File: src/rtl/mte_pkg.sv
package mte_pkg;
   typedef struct packed {
      logic en;
      logic data;
   } mte_cell_t;

   localparam int unsigned MTE_HALVES_PER_CELL = 2;
endpackage

File: src/rtl/mte_clkdiv.sv
module mte_clkdiv #(
   parameter int unsigned RATIO = 2
) (
   input  logic clk_ref,
   input  logic rst_n,
   output logic bit_clk_q
);
   initial begin
      if (RATIO != 2) $error("mte_clkdiv: only a divide-by-two bit clock is supported");
   end

   always_ff @(posedge clk_ref or negedge rst_n) begin
      if (!rst_n) bit_clk_q <= 1'b0;
      else        bit_clk_q <= ~bit_clk_q;
   end
endmodule

File: src/rtl/mte_sampler.sv
module mte_sampler
   import mte_pkg::*;
(
   input  logic      clk_ref,
   input  logic      rst_n,
   input  logic      bit_clk_q,
   input  logic      tx_en,
   input  logic      tx_data,
   output mte_cell_t cell_q
);
   // bit_clk_q low before this edge means the bit clock rises here
   always_ff @(posedge clk_ref or negedge rst_n) begin
      if (!rst_n)          cell_q <= '0;
      else if (!bit_clk_q) cell_q <= '{en: tx_en, data: tx_data};
   end
endmodule

File: src/rtl/mte_halfbit_drv.sv
module mte_halfbit_drv
   import mte_pkg::*;
#(
   parameter bit ZERO_IDLE_LEVEL = 1'b0
) (
   input  logic      clk_ref,
   input  logic      rst_n,
   input  logic      bit_clk_q,
   input  mte_cell_t cell_q,
   input  logic      idle_zero,
   output logic      line_out,
   output logic      drive_on
);
   logic active_q;
   logic level_q;
   logic second_q;
   logic idle_level;

   assign idle_level = idle_zero ? ZERO_IDLE_LEVEL : 1'b1;

   // falling reference edge: bit clock high -> first half, low -> second half
   always_ff @(negedge clk_ref or negedge rst_n) begin
      if (!rst_n) begin
         active_q <= 1'b0;
         level_q  <= 1'b0;
         second_q <= 1'b0;
      end else if (bit_clk_q) begin
         active_q <= cell_q.en;
         level_q  <= ~cell_q.data;
         second_q <= cell_q.en;
      end else begin
         active_q <= second_q;
         level_q  <= ~level_q;
         second_q <= 1'b0;
      end
   end

   assign line_out = active_q ? level_q : idle_level;
   assign drive_on = active_q | ~idle_zero;
endmodule

File: src/rtl/manchester_tx_encoder.sv
module manchester_tx_encoder
   import mte_pkg::*;
#(
   parameter bit ZERO_IDLE_LEVEL = 1'b0
) (
   input  logic clk_ref,
   input  logic rst_n,
   input  logic tx_en,
   input  logic tx_data,
   input  logic idle_zero,
   output logic bit_clk,
   output logic line_out,
   output logic drive_on
);
   localparam int unsigned DIV_RATIO = MTE_HALVES_PER_CELL;

   mte_cell_t cell_q;

   mte_clkdiv #(.RATIO(DIV_RATIO)) u_div (
      .clk_ref   (clk_ref),
      .rst_n     (rst_n),
      .bit_clk_q (bit_clk)
   );

   mte_sampler u_smp (
      .clk_ref   (clk_ref),
      .rst_n     (rst_n),
      .bit_clk_q (bit_clk),
      .tx_en     (tx_en),
      .tx_data   (tx_data),
      .cell_q    (cell_q)
   );

   mte_halfbit_drv #(.ZERO_IDLE_LEVEL(ZERO_IDLE_LEVEL)) u_drv (
      .clk_ref   (clk_ref),
      .rst_n     (rst_n),
      .bit_clk_q (bit_clk),
      .cell_q    (cell_q),
      .idle_zero (idle_zero),
      .line_out  (line_out),
      .drive_on  (drive_on)
   );
endmodule

File: config.mk
export PLATFORM = sky130hd
export DESIGN_NAME = manchester_tx_encoder
export DESIGN_NICKNAME = d
export VERILOG_FILES = /design/src/rtl/mte_pkg.sv /design/src/rtl/mte_clkdiv.sv /design/src/rtl/mte_sampler.sv /design/src/rtl/mte_halfbit_drv.sv /design/src/rtl/manchester_tx_encoder.sv
export SDC_FILE = /design/constraint.sdc
export NUM_CORES = 1
export LEC_CHECK = 0
export BUFFER_PORTS_ARGS = -buffer_cell sky130_fd_sc_hd__buf_4
export CAP_MARGIN = 20
export CORE_AREA = 2 2 39 41
export DETAILED_ROUTE_END_ITERATION = 8
export DIE_AREA = 0 0 41 43
export MAX_ROUTING_LAYER = met4
export SLEW_MARGIN = 20
export SYNTH_ARGS = -nofsm -noshare
export SYNTH_HDL_FRONTEND = slang
export SYNTH_HIERARCHICAL = 1
export SYNTH_SLANG_ARGS = --single-unit
File: constraint.sdc
create_clock -name clk_ref -period 1 [get_ports clk_ref]
set_clock_uncertainty 0.15 [all_clocks]
set_input_delay 0.05 -clock clk_ref [delete_from_list [all_inputs] [get_ports clk_ref]]
set_output_delay 0.05 -clock clk_ref [all_outputs]
set_load 0.1 [all_outputs]
==> qor.csv <==
metric,value,unit
r2r_start,u_div/bit_clk_q,
syn_to_final_growth,104,%
cts_buffers,3,
crit_path_start_kind,flip-flop,
place_inst,43,
gp_congestion,0.638,
avgViaCountPerCell,3.65,
crit_path_max_incr_delay,0.41,ns
io_pins,8,
rows,14,
violations,"hold timing, setup timing",
synth_top_area_share,32.1,%
hold_slack,-0.00907,ns
ir_worst_vdd,0.000595,V
status,finished with violations,
grt_pass1_vias,227,
wl_per_cell,9.65,um
worst-path-buf-inv,1,
rr_endpoint,u_drv/active_q,
yosys.cell_types.count,9,
crit_slowest_cell,dfrtn_1,
dp_hpwl,350,um
synthesis.area,234,um2
cp-end-kind,primary output,
hold_class,in2async,
cp_max_fo,2,
core_area,1380,um2
ctsLongestPathBuffers,2,
overflow,0,
maxUsedRoutingLayer,met3,
cp_cell_sequence,nand2b_4 > a21boi_4 > buf_12,
dr_wl_met2,262,um
insertion_delay,0.25,ns
reg2reg_slack,-0.57,ns
setup_viol,8,
grt_pass1_wl,910,um
yosysSeqAreaShare,64.2,%
p_leak,0.255,nW
yosys_warnings,6,
rsz0062_at_grt,true,
wl_met1,180,um
initial_core_util,16.9,%
drc,0,
die_h,43,um
hold_violations,3,
ys_ff_latch,6,
fillCellCount,132,
drv_slew,0,
h-tree-depth,1,
p_per_area,1340,nW/um2
drive_gt1_share,68.6,%
antenna_found_initial,0,
yosysTopAreaCell,dfrtn_1,
relSlewSlack,92.3,%
grt_max_degree,7,
die_x,41,um
clockRootBuffer,clkbuf_4,
io_buffers,7,
crit_type,reg2out,
met3_wirelength,49,um
cts.clk_slew.worst_paths,0.05,ns
dp_slack,-0.676,ns
post-route-util,34.4,%
diodes,0,
worstMarginPinSlew,0.113,ns
dr_total_vias,186,
layout_commonest_cell,buf_4,
syn_area_per_cell,15.6,um2
syn-instance-count,15,
routed_wirelength,492,um
fin_cells,51,
crit_arrival,1.67,ns
cp_top_family,flip-flops,
cts.sinks,6,
fin_ws,-0.868,ns
track_usage,8.64,%
cp.required,0.80,ns
cap_viol_max_count,0,
rr_worst_depth,1,
netlist_top_cells_area,"dfrtn_1 32%, dfrtp_1 32%, mux2_2 9.6%",
cts_tree,built,
first_iter_violations,0,
fin_nets,41,
synth_nets,20,
die-area,1760,um2
ctsHoldBuffers,3,
ant_nets,0,
firstDrtPassIters,1,
[per-layer routing]
metal / track usage [%] / vias up
li1: - / 89
met1: 8.00 / 87
met2: 12.8 / 10
met3: 6.28 / 0
met4: 4.00 / 0
met5: - / -
[worst max path at each step]
stage / start / to / depth (start not counted)
4_1_cts: u_drv/active_q / line_out / 3
2_1_floorplan: u_drv/active_q / line_out / 2
3_3_place_gp: u_drv/active_q / line_out / 3
3_5_place_dp: u_drv/active_q / line_out / 3
5_1_grt: u_drv/active_q / line_out / 3
6_report: u_drv/active_q / line_out / 3
[flip-flops by register name, indices dropped and copies added (netlist names)]
| register | cells |
|---|---|
| u_smp/cell_q | 2 |
| u_div/bit_clk_q | 1 |
| u_drv/active_q | 1 |
| u_drv/level_q | 1 |
| u_drv/second_q | 1 |
[logic make-up after synthesis]
| family | count (synthesis) | synth area share, % |
|---|---|---|
| flip-flops | 6 | 64.2 |
| multiplexers | 4 | 20.3 |
| AND/OR/NAND/NOR | 2 | 9.09 |
| buffers and inverters | 2 | 3.21 |
| AO/OA/AOI/OAI | 1 | 3.21 |
[cells in the mapped netlist]
library cell and instances:
dfrtn_1 3, dfrtp_1 3, inv_1 2, mux2_2 2
a21boi_1 1, and2_2 1, mux2_4 1, mux2i_1 1
nand2b_4 1
[power by group]
group | internal (mW) | leakage (nW) | switching (mW)
Clock | 0.152 | 0.0150 | 0.0995
Sequential | 0.253 | 0.0704 | 0.00543
Combinational | 0.0669 | 0.169 | 0.0623
Total | 0.472 | 0.255 | 0.167
[cell type report]
type / count / area, um2 / share of cell area (%)
Inverter: 2 / 7.51 / 1.57
Sequential cell: 6 / 154 / 32.3
Tap cell: 16 / 20.0 / 4.20
Clock buffer: 4 / 26.3 / 5.51
Multi-Input combinational cell: 7 / 96.3 / 20.2
Timing Repair Buffer: 16 / 173 / 36.2
[per-stage QoR]
stage	hold slack [ns]	TNS, ns	cell area (um2)	total power [mW]
floorplan	-0.396	-4.06	258	0.325
global placement	-0.294	-3.49	368	0.360
detailed placement	-0.287	-3.65	368	0.364
CTS	-0.0135	-4.21	477	0.649
global route	-0.00859	-4.47	477	0.677
finish	-0.00907	-4.15	477	0.639
[timing repair]
item / 4_1_cts / 5_1_grt
gates resized for setup: 11 / 2
hold endpoints to repair: 8 / 3
setup buffers: 1 / 1
endpoints found under the setup margin: 9 / 9
Power figures use the tool's default switching activity.
